$ cat config.mk
export PLATFORM = sky130hd
export DESIGN_NAME = i2c_read_engine
export DESIGN_NICKNAME = d
export VERILOG_FILES = /design/src/rtl/i2crd_pkg.sv /design/src/rtl/i2crd_timer.sv /design/src/rtl/i2crd_rxhold.sv /design/src/rtl/i2c_read_engine.sv
export SDC_FILE = /design/constraint.sdc
export NUM_CORES = 1
export LEC_CHECK = 0
export ABC_AREA = 1
export ABC_CLOCK_PERIOD_IN_PS = 2050
export BUFFER_PORTS_ARGS = -buffer_cell sky130_fd_sc_hd__buf_2
export CORE_MARGIN = 5
export CORE_UTILIZATION = 40
export CTS_CLUSTER_DIAMETER = 100
export DETAILED_ROUTE_END_ITERATION = 16
export PLACE_DENSITY = 0.62
export SLEW_MARGIN = 20
export SYNTH_ARGS = -nofsm -noshare
export SYNTH_HDL_FRONTEND = slang
export SYNTH_SLANG_ARGS = --single-unit
$ cat constraint.sdc
create_clock -name clk_i -period 2.05 [get_ports clk_i]
set_input_delay 0.41 -clock clk_i [delete_from_list [all_inputs] [get_ports clk_i]]
set_output_delay 0.41 -clock clk_i [all_outputs]
set_load 0.01 [all_outputs]
$ cat src/rtl/i2crd_pkg.sv
package i2crd_pkg;

    typedef enum logic [3:0] {
        ST_IDLE  = 4'd0,
        ST_START = 4'd1,
        ST_ADDR  = 4'd2,
        ST_AACK  = 4'd3,
        ST_DATA  = 4'd4,
        ST_HOLD  = 4'd5,
        ST_MACK  = 4'd6,
        ST_STOP  = 4'd7,
        ST_FREE  = 4'd8
    } state_e;

    typedef enum logic {
        PH_LOW  = 1'b0,
        PH_HIGH = 1'b1
    } phase_e;

    // shortest SCL phase: one clock to move SDA, one to let it settle
    localparam int MIN_PHASE = 2;

endpackage

$ cat src/rtl/i2crd_timer.sv
module i2crd_timer #(
    parameter int W = 8
) (
    input  logic         clk_i,
    input  logic         rst_ni,
    input  logic         load_i,
    input  logic [W-1:0] load_val_i,
    output logic         expired_o
);

    logic [W-1:0] cnt_d, cnt_q;

    always_comb begin
        cnt_d = cnt_q;
        if (load_i) begin
            cnt_d = load_val_i;
        end else if (cnt_q != '0) begin
            cnt_d = cnt_q - W'(1);
        end
    end

    always_ff @(posedge clk_i or negedge rst_ni) begin
        if (!rst_ni) begin
            cnt_q <= '0;
        end else begin
            cnt_q <= cnt_d;
        end
    end

    assign expired_o = (cnt_q == '0);

    // the engine never asks for a phase shorter than the minimum
    assert_load_nonzero_R3: assert property (@(posedge clk_i) disable iff (!rst_ni)
        load_i |-> (load_val_i != '0));

    // a freshly loaded phase cannot end on the next clock
    assert_phase_not_short_R3: assert property (@(posedge clk_i) disable iff (!rst_ni)
        load_i |=> !expired_o);

endmodule

$ cat src/rtl/i2crd_rxhold.sv
module i2crd_rxhold #(
    parameter int W = 8
) (
    input  logic         clk_i,
    input  logic         rst_ni,
    input  logic         wr_i,
    input  logic [W-1:0] wdata_i,
    input  logic         rd_i,
    output logic [W-1:0] data_o,
    output logic         full_o
);

    typedef struct packed {
        logic [W-1:0] data;
        logic         full;
    } hold_t;

    hold_t hold_d, hold_q;

    always_comb begin
        hold_d = hold_q;
        if (wr_i) begin
            hold_d.data = wdata_i;
            hold_d.full = 1'b1;
        end else if (rd_i) begin
            hold_d.full = 1'b0;
        end
    end

    always_ff @(posedge clk_i or negedge rst_ni) begin
        if (!rst_ni) begin
            hold_q <= '0;
        end else begin
            hold_q <= hold_d;
        end
    end

    assign data_o = hold_q.data;
    assign full_o = hold_q.full;

    // an unread byte is never replaced
    assert_no_overwrite_R8: assert property (@(posedge clk_i) disable iff (!rst_ni)
        wr_i |-> !hold_q.full);

endmodule

$ cat src/rtl/i2c_read_engine.sv
module i2c_read_engine
    import i2crd_pkg::*;
#(
    parameter int CNT_W = 8,
    parameter int DIV_W = 8
) (
    input  logic             clk_i,
    input  logic             rst_ni,
    input  logic             start_i,
    input  logic [6:0]       slave_addr_i,
    input  logic [CNT_W-1:0] byte_count_i,
    input  logic [DIV_W-1:0] scl_low_cycles_i,
    input  logic [DIV_W-1:0] scl_high_cycles_i,
    input  logic             sda_i,
    input  logic             rd_i,
    output logic             scl_drive_low_o,
    output logic             sda_drive_low_o,
    output logic [7:0]       rx_data_o,
    output logic             rx_ready_o,
    output logic             busy_o,
    output logic             done_o,
    output logic             addr_nack_o
);

    localparam logic [DIV_W-1:0] MIN_SPAN = DIV_W'(MIN_PHASE);
    localparam logic [DIV_W-1:0] MIN_LOAD = DIV_W'(MIN_PHASE - 1);

    typedef struct packed {
        state_e           state;
        phase_e           phase;
        logic             fresh;
        logic [2:0]       bitcnt;
        logic [7:0]       shreg;
        logic [CNT_W-1:0] left;
        logic             ackbit;
        logic             scl_low;
        logic             sda_low;
        logic             done;
        logic             anack;
    } regs_t;

    regs_t regs_d, regs_q;

    logic [DIV_W-1:0] lo_load, hi_load, tmr_val;
    logic             tmr_load, tmr_exp;
    logic             rx_wr;
    logic             slot_bit;

    // phase counter reloads with length-1, clamped to the minimum
    assign lo_load = (scl_low_cycles_i < MIN_SPAN) ? MIN_LOAD : scl_low_cycles_i - DIV_W'(1);
    assign hi_load = (scl_high_cycles_i < MIN_SPAN) ? MIN_LOAD : scl_high_cycles_i - DIV_W'(1);

    i2crd_timer #(.W(DIV_W)) u_timer (
        .clk_i      (clk_i),
        .rst_ni     (rst_ni),
        .load_i     (tmr_load),
        .load_val_i (tmr_val),
        .expired_o  (tmr_exp)
    );

    i2crd_rxhold #(.W(8)) u_rxhold (
        .clk_i   (clk_i),
        .rst_ni  (rst_ni),
        .wr_i    (rx_wr),
        .wdata_i (regs_q.shreg),
        .rd_i    (rd_i),
        .data_o  (rx_data_o),
        .full_o  (rx_ready_o)
    );

    // level to pull onto SDA during the low phase of the current slot
    always_comb begin
        case (regs_q.state)
            ST_ADDR: slot_bit = ~regs_q.shreg[7];
            ST_MACK: slot_bit = (regs_q.left != '0);
            ST_STOP: slot_bit = 1'b1;
            default: slot_bit = 1'b0;
        endcase
    end

    always_comb begin
        regs_d   = regs_q;
        tmr_load = 1'b0;
        tmr_val  = hi_load;
        rx_wr    = 1'b0;
        case (regs_q.state)
            ST_IDLE: begin
                regs_d.scl_low = 1'b0;
                regs_d.sda_low = 1'b0;
                if (start_i) begin
                    regs_d.state   = ST_START;
                    regs_d.phase   = PH_HIGH;
                    regs_d.sda_low = 1'b1;
                    regs_d.shreg   = {slave_addr_i, 1'b1};
                    regs_d.left    = byte_count_i;
                    regs_d.bitcnt  = 3'd7;
                    regs_d.done    = 1'b0;
                    regs_d.anack   = 1'b0;
                    tmr_load       = 1'b1;
                    tmr_val        = hi_load;
                end
            end
            ST_START: begin
                if (tmr_exp) begin
                    regs_d.state   = ST_ADDR;
                    regs_d.scl_low = 1'b1;
                    regs_d.phase   = PH_LOW;
                    regs_d.fresh   = 1'b1;
                    tmr_load       = 1'b1;
                    tmr_val        = lo_load;
                end
            end
            ST_HOLD: begin
                if (!rx_ready_o) begin
                    rx_wr        = 1'b1;
                    regs_d.left  = regs_q.left - CNT_W'(1);
                    regs_d.state = ST_MACK;
                    regs_d.phase = PH_LOW;
                    regs_d.fresh = 1'b1;
                    tmr_load     = 1'b1;
                    tmr_val      = lo_load;
                end
            end
            ST_FREE: begin
                if (tmr_exp) begin
                    regs_d.state = ST_IDLE;
                    regs_d.done  = 1'b1;
                end
            end
            default: begin
                if (regs_q.phase == PH_LOW) begin
                    if (regs_q.fresh) begin
                        regs_d.fresh   = 1'b0;
                        regs_d.sda_low = slot_bit;
                    end else if (tmr_exp) begin
                        regs_d.scl_low = 1'b0;
                        regs_d.phase   = PH_HIGH;
                        regs_d.fresh   = 1'b1;
                        tmr_load       = 1'b1;
                        tmr_val        = hi_load;
                    end
                end else if (regs_q.fresh) begin
                    regs_d.fresh = 1'b0;
                    if (regs_q.state == ST_AACK) begin
                        regs_d.ackbit = sda_i;
                    end else if (regs_q.state == ST_DATA) begin
                        regs_d.shreg = {regs_q.shreg[6:0], sda_i};
                    end
                end else if (tmr_exp) begin
                    if (regs_q.state == ST_STOP) begin
                        regs_d.sda_low = 1'b0;
                        regs_d.state   = ST_FREE;
                        tmr_load       = 1'b1;
                        tmr_val        = hi_load;
                    end else begin
                        regs_d.scl_low = 1'b1;
                        regs_d.phase   = PH_LOW;
                        regs_d.fresh   = 1'b1;
                        tmr_load       = 1'b1;
                        tmr_val        = lo_load;
                        case (regs_q.state)
                            ST_ADDR: begin
                                if (regs_q.bitcnt == 3'd0) begin
                                    regs_d.state = ST_AACK;
                                end else begin
                                    regs_d.bitcnt = regs_q.bitcnt - 3'd1;
                                    regs_d.shreg  = {regs_q.shreg[6:0], 1'b0};
                                end
                            end
                            ST_AACK: begin
                                if (regs_q.ackbit) begin
                                    regs_d.anack = 1'b1;
                                    regs_d.state = ST_STOP;
                                end else if (regs_q.left == '0) begin
                                    regs_d.state = ST_STOP;
                                end else begin
                                    regs_d.state  = ST_DATA;
                                    regs_d.bitcnt = 3'd7;
                                end
                            end
                            ST_DATA: begin
                                if (regs_q.bitcnt == 3'd0) begin
                                    regs_d.state = ST_HOLD;
                                    regs_d.fresh = 1'b0;
                                    tmr_load     = 1'b0;
                                end else begin
                                    regs_d.bitcnt = regs_q.bitcnt - 3'd1;
                                end
                            end
                            default: begin
                                if (regs_q.left == '0) begin
                                    regs_d.state = ST_STOP;
                                end else begin
                                    regs_d.state  = ST_DATA;
                                    regs_d.bitcnt = 3'd7;
                                end
                            end
                        endcase
                    end
                end
            end
        endcase
    end

    always_ff @(posedge clk_i or negedge rst_ni) begin
        if (!rst_ni) begin
            regs_q <= '0;
        end else begin
            regs_q <= regs_d;
        end
    end

    assign scl_drive_low_o = regs_q.scl_low;
    assign sda_drive_low_o = regs_q.sda_low;
    assign busy_o          = (regs_q.state != ST_IDLE);
    assign done_o          = regs_q.done;
    assign addr_nack_o     = regs_q.anack;

    // inside bit slots SDA only moves while SCL is pulled low
    assert_sda_quiet_high_R3: assert property (@(posedge clk_i) disable iff (!rst_ni)
        ((regs_q.state inside {ST_ADDR, ST_AACK, ST_DATA, ST_MACK}) &&
         !scl_drive_low_o && $past(!scl_drive_low_o)) |-> $stable(sda_drive_low_o));

    // a busy engine never restarts
    assert_start_ignored_R10: assert property (@(posedge clk_i) disable iff (!rst_ni)
        (busy_o && start_i) |=> (regs_q.state != ST_START));

    // completion is only reported with both lines released
    assert_done_released_R6: assert property (@(posedge clk_i) disable iff (!rst_ni)
        $rose(done_o) |-> (!scl_drive_low_o && !sda_drive_low_o && !busy_o));

    // a rejected address delivers no data
    assert_nack_no_data_R9: assert property (@(posedge clk_i) disable iff (!rst_ni)
        addr_nack_o |-> !rx_wr);

    // while a finished byte waits for room, SCL stays low
    assert_stall_holds_scl_R8: assert property (@(posedge clk_i) disable iff (!rst_ni)
        (regs_q.state == ST_HOLD) |-> scl_drive_low_o);

endmodule

==> results.yml, run 1 <==
outcome:
  outcome: "finished, final reports clean"
critical_path:
  critical_path_required_ns: 1.64
  crit_path_start_kind: "flop"
  cp-end-kind: "primary output"
  critPathArrivalTime_ns: 1.53
  timing.rr.end: "u_timer.cnt_q[2]$_DFFE_PN0P_"
  critPathMaxFanout: 13
  rrSetupSlack_ns: 0.18
  worst_r2r_path_depth: 14
  path_class: "reg2out"
  r2r_start: "u_timer.cnt_q[0]$_DFFE_PN0P_"
sta:
  tightest_slew_ns: 0.621
  hold_viol_final: 0
  max_clock_freq_mhz: 516
  relSlewSlack_pct: 58.6
  final_max_slew_viol_count: 0
  tns_ns: 0
  skew_ns: 0.00574
  fin_crit_ns: 1.94
  fin_crit_sh_pct: 94.5
  rsz0062_at_grt: "yes"
  finalSetupViolCount: 0
clock_network:
  insertion_delay_ns: 0.31
  cts_root_buf: "clkbuf_8"
  cts_tree: "built"
  cts.sinks: 47
  cts.clk_slew.worst_paths_ns: 0.09
  htreeDepth: 2
  cts_buffers: 5
  cts_buffer_depth: 2
pwr:
  power_density_nw_per_um2: 917
  peakVddDrop_mv: 0.392
  p_leak_uw: 0.00225
synthesis:
  avgSynthCellArea_um2: 6.45
  synth-seq-cells: 47
  synthCells: 545
  synth.distinct_cells: 36
  ys_seq_area_share_pct: 33.5
  synth_nets: 588
  mappedNetlistArea_um2: 3510
  yosysWarnings: 0
route:
  vias_per_cell: 5.04
  vias: 3635
  routed_wl_mm: 9.49
  initialDrtViolationCount: 258
  first_pass_iters: 7
  wl_per_cell_um: 13.2
  final_antenna_net_count: 0
  post-route-drc-count: 0
global_route:
  grt_pass1_vias: 3498
  overflow: 0
  grt_max_degree: 48
  grt.total_usage_pct: 17.7
  antenna_found_initial: 0
  grt_pass1_wl_mm: 16.3
floorplan:
  row_count: 34
  core_um2: 8640
  chipWidth_um: 104
  dieArea_um2: 10800
  initial_core_util_pct: 40.7
  fp.dieH_um: 104
  ioPinCount: 50
worst_hold_path:
  min_path_type: "in2async"
final_layout:
  diodes: 0
  finalInstanceArea_um2: 4140
  syn2layout_area_growth_pct: 17.9
  nets: 655
  drive_gt1_share_pct: 18.1
placed_design:
  portBuffers: 49
  gp_congestion: 0.915
  post_dp_cell_area_um2: 3950
  hpwlAfterDp_mm: 7.42
job:
  cap_violations: 0
-- metrics by stage --
| stage | setup WS, ns | std cells | util, % | power (uW) | hold WS (ns) |
|---|---|---|---|---|---|
| after global routing | 0.00504 | 721 | 48.0 | 4120 | 0.254 |
| after CTS | 0.0212 | 717 | 47.4 | 3760 | 0.217 |
| after global placement | 0.0776 | 708 | 45.8 | 2910 | 0.454 |
| after detailed placement | 0.0509 | 708 | 45.8 | 2920 | 0.463 |
| after floorplan | 0.341 | 545 | - | 2480 | 0.114 |
| final | 0.112 | 721 | 48.0 | 3800 | 0.186 |
-- routing by layer --
layer / GRT usage, % / routed length [um] / vias to the layer above
met4: 4.53 / 169 / 0
met1: 23.9 / 4390 / 1642
met2: 29.5 / 4460 / 105
li1: - / - / 1872
met5: 0 / 0 / -
met3: 2.80 / 474 / 16
-- layout by cell type, fill, tap and decap left out, types with 13 or more instances in the layout --
cell       n
buf_4     18
buf_2     49
inv_1     58
nand2_1  172
nor2_1    71
dfrtp_1   45
o21ai_0   31
a21oi_1   13
nand3_1   62
-- synth_stat cells --
library cell  instances  share of area [%]
a21oi_1              13                1.9
a21oi_2               2               0.50
a31oi_1               4               0.71
buf_2                 3               0.43
buf_4                 1               0.21
buf_6                 1               0.32
clkbuf_1              2               0.21
clkinv_1              1               0.11
dfrtp_1              47                 33
ha_1                  7                2.5
inv_1                59                6.3
inv_2                 7               0.75
inv_4                 1               0.18
nand2_1             172                 18
nand2_2               5               0.89
nand2_4               2               0.64
nand3_1              63                9.0
nand3_2               1               0.28
nand3b_1              2               0.43
nand4_1               6                1.1
nand4_2               1               0.36
nor2_1               73                7.8
nor2_2                3               0.53
nor2_4                6                1.9
nor2_8                1               0.57
nor3_1                2               0.28
nor3b_1               1               0.21
o211ai_1              4               0.85
o21ai_0              31                4.4
o21ai_1               7                1.0
o21bai_1              1               0.21
o22ai_1               3               0.53
o31ai_1               1               0.21
or2_2                 1               0.18
xnor2_1               4                1.0
xor2_1                7                1.7
-- where the power goes --
part / switching, uW / internal (uW) / total (uW)
Clock: 341 / 488 / 829
Combinational: 1030 / 589 / 1620
Sequential: 212 / 1140 / 1350
-- timing repair --
action,in CTS,in global routing
gates resized for setup,0,9
hold endpoints to repair,0,0
setup endpoints to repair,1,19
gates cloned,0,0
hold buffers,0,0
buffers inserted,1,4
pin swaps,1,5
-- worst max-delay path, stage by stage (launching register included) --
cell and delay [ns]:
dfrtp_1 0.43, inv_2 0.11, nand2_2 0.10, nor2_4 0.16, inv_4 0.10, buf_4 0.18, buf_2 0.14
-- how the worst max path moves through the flow --
stage                                  from                      endpoint  slack, ns  cells after the start
6_report             regs_q[28]$_DFFE_PN0P_                        busy_o       0.11                      6
5_1_grt        u_timer.cnt_q[0]$_DFFE_PN0P_  u_timer.cnt_q[2]$_DFFE_PN0P_      0.005                     14
4_1_cts        u_timer.cnt_q[0]$_DFFE_PN0P_  u_timer.cnt_q[2]$_DFFE_PN0P_       0.02                     11
3_5_place_dp   u_timer.cnt_q[0]$_DFFE_PN0P_  u_timer.cnt_q[2]$_DFFE_PN0P_       0.05                     11
3_3_place_gp         regs_q[28]$_DFFE_PN0P_  u_timer.cnt_q[2]$_DFFE_PN0P_       0.08                     10
2_1_floorplan  u_timer.cnt_q[0]$_DFFE_PN0P_  u_timer.cnt_q[2]$_DFFE_PN0P_       0.34                     13
-- sequential cells by signal, summed over array words and instances (netlist names) --
signal	cells
sda_drive_low_o	1
u_rxhold.full_o	1
u_timer.cnt_q	8
regs_q	26
u_rxhold.data_o	8
scl_drive_low_o	1
addr_nack_o	1
done_o	1
-- layout make-up --
class                           count  area, um2
Clock buffer                        6       72.6
Clock inverter                      2       60.1
Fill cell                         912       4490
Inverter                           68        260
Multi-Input combinational cell    423       2060
Sequential cell                    47       1180
Tap cell                          108        135
Timing Repair Buffer               67        380
-- cells by family (layout without fill, tap and decap cells) --
| kind of cell | after synthesis | after routing | synth area share [%] |
|---|---|---|---|
| xor+xnor | 11 | 11 | 2.74 |
| compound gates | 66 | 66 | 10.3 |
| simple gates | 339 | 339 | 42.5 |
| buf+inv | 75 | 143 | 8.51 |
| flops | 47 | 47 | 33.5 |
| fa+ha+maj | 7 | 7 | 2.49 |
(Power assumes the default switching activity.)
==> run 2: changes to the inputs <==
--- a/config.mk
+++ b/config.mk
@@ -9,10 +9,10 @@
 export ABC_CLOCK_PERIOD_IN_PS = 2050
 export BUFFER_PORTS_ARGS = -buffer_cell sky130_fd_sc_hd__buf_2
 export CORE_MARGIN = 5
-export CORE_UTILIZATION = 40
+export CORE_UTILIZATION = 55
 export CTS_CLUSTER_DIAMETER = 100
 export DETAILED_ROUTE_END_ITERATION = 16
-export PLACE_DENSITY = 0.62
+export PLACE_DENSITY = 0.8
 export SLEW_MARGIN = 20
 export SYNTH_ARGS = -nofsm -noshare
 export SYNTH_HDL_FRONTEND = slang
==> results.yml, run 2 (synthesized netlist as in run 1, its figures left out) <==
critical_path:
  r2r_start: "u_timer.cnt_q[0]$_DFFE_PN0P_"
  path_class: "reg2out"
  cp_num_cells: 6
  timing.rr.end: "u_timer.cnt_q[1]$_DFFE_PN0P_"
  critPathArrivalTime_ns: 1.54
  cpMaxStageDelayCell: "dfrtp_1"
  cp_cell_sequence: "inv_2, nand2_2, nor2_4, inv_2, buf_6, buf_2"
  cp-end-kind: "primary output"
  rrSetupSlack_ns: 0.12
  crit_end: "busy_o"
  worst-path-buf-inv: 4
  cp_top_family: "buffers and inverters"
  critical_path_required_ns: 1.64
  critPathMaxFanout: 13
  crit_top_cell: "inv_2"
  startpoint: "regs_q[28]$_DFFE_PN0P_"
  crit_path_start_kind: "flop"
  max_stage_delay_ns: 0.43
  worst_r2r_path_depth: 13
clock_network:
  insertion_delay_ns: 0.31
  htreeDepth: 2
  cts_buffer_depth: 2
  cts.sinks: 47
  cts.clk_slew.worst_paths_ns: 0.10
  cts_tree: "built"
  ctsHoldBuffers: 0
  cts_root_buf: "clkbuf_8"
  cts_buffers: 5
final_layout:
  diodes: 0
  regMostFlops: "regs_q"
  multi_input_area_um2: 2070
  nets: 651
  final_cell_mix: "169 x nand2_1, 70 x nor2_1, 62 x nand3_1"
  largest_reg_flops: 26
  drive_gt1_share_pct: 18.2
  seq_area_um2: 1180
  syn2layout_area_growth_pct: 16.3
  finalInstanceArea_um2: 4090
  layout_commonest_cell: "nand2_1"
  fillers: 605
floorplan:
  ioPinCount: 50
  initial_core_util_pct: 56.0
  fp.dieH_um: 89.9
  chipWidth_um: 89.9
  row_count: 29
  dieArea_um2: 8090
  core_um2: 6280
route:
  routed_wl_mm: 9.64
  initialDrtViolationCount: 262
  vias_per_cell: 5.48
  wl_per_cell_um: 14.0
  vias: 3762
  final_antenna_net_count: 0
  first_pass_iters: 4
  post-route-drc-count: 0
sta:
  finalSetupViolCount: 0
  final_max_slew_viol_count: 0
  tns_ns: 0
  hold_viol_final: 0
  fin_crit_sh_pct: 95.0
  skew_ns: 0.0107
  tightest_slew_ns: 0.559
  fin_crit_ns: 1.95
  relSlewSlack_pct: 62.7
  max_clock_freq_mhz: 513
pwr:
  peakVddDrop_mv: 0.501
  p_leak_uw: 0.00224
  intPower_uw: 2070
  power_density_nw_per_um2: 905
  pwr-share-seq_pct: 36.5
  comb_power_share_pct: 44.4
  switching_share_pct: 43.9
  p_clk_share_pct: 19.1
  power.switching_uw: 1620
global_route:
  grt_pass1_wl_mm: 16.1
  grt.total_usage_pct: 23.2
  grt_pass1_vias: 3586
  antenna_found_initial: 0
  overflow: 0
  grt_max_degree: 25
placed_design:
  post_dp_cell_area_um2: 3890
  hpwlAfterDp_mm: 7.25
  gp_congestion: 0.967
  portBuffers: 49
job:
  cap_violations: 0
outcome:
  outcome: "finished, final reports clean"
worst_hold_path:
  min_path_type: "in2async"
-- run 2: power groups by stage --
stage               clock [uW]  sequential (uW)  combinational (uW)
detailed placement           0             1360                1550
global route               760             1390                1880
floorplan                    0             1300                1180
global placement             0             1350                1520
finish                     706             1350                1640
CTS                        720             1350                1560
-- run 2: layout make-up --
cell class	count	area share, %
Clock inverter	3	1.07
Inverter	68	6.31
Timing Repair Buffer	63	8.97
Sequential cell	47	28.8
Clock buffer	5	1.68
Multi-Input combinational cell	423	50.8
Tap cell	77	2.36
-- run 2: worst min-delay path by stage --
stage | slack [ns] | depth (start not counted) | startpoint | endpoint
6_report | 0.08 | 1 | rst_ni | regs_q[6]$_DFFE_PN0P_
5_1_grt | 0.13 | 1 | rst_ni | regs_q[23]$_DFFE_PN0P_
4_1_cts | 0.10 | 1 | rst_ni | regs_q[23]$_DFFE_PN0P_
3_5_place_dp | 0.44 | 1 | rst_ni | regs_q[23]$_DFFE_PN0P_
3_3_place_gp | 0.43 | 1 | rst_ni | regs_q[23]$_DFFE_PN0P_
2_1_floorplan | 0.11 | 0 | rst_ni | addr_nack_o$_DFFE_PN0P_
-- run 2: timing repair --
| item | CTS | global route |
|---|---|---|
| pin swaps | 1 | 5 |
| endpoints found under the setup margin | 1 | 21 |
| gates cloned | 0 | 0 |
| gates resized for setup | 0 | 14 |
| buffers inserted | 1 | 5 |
-- run 2: routing by layer --
metal  share of wire (%)  global-route usage, %
met1                  43                   31.1
met2                  48                   38.4
met3                 5.4                   2.67
met4                 3.1                   9.06
met5                   0                      0
-- run 2: per-stage QoR --
step	cells	hold WS (ns)	power, uW	utilization [%]	setup WS, ns
after floorplan	545	0.114	2480	-	0.341
after global placement	672	0.428	2870	61.9	0.119
after detailed placement	672	0.437	2910	61.9	0.0553
after CTS	681	0.102	3630	63.8	0.0190
after global routing	686	0.134	4030	65.1	-0.0163
final	686	0.0829	3700	65.1	0.102
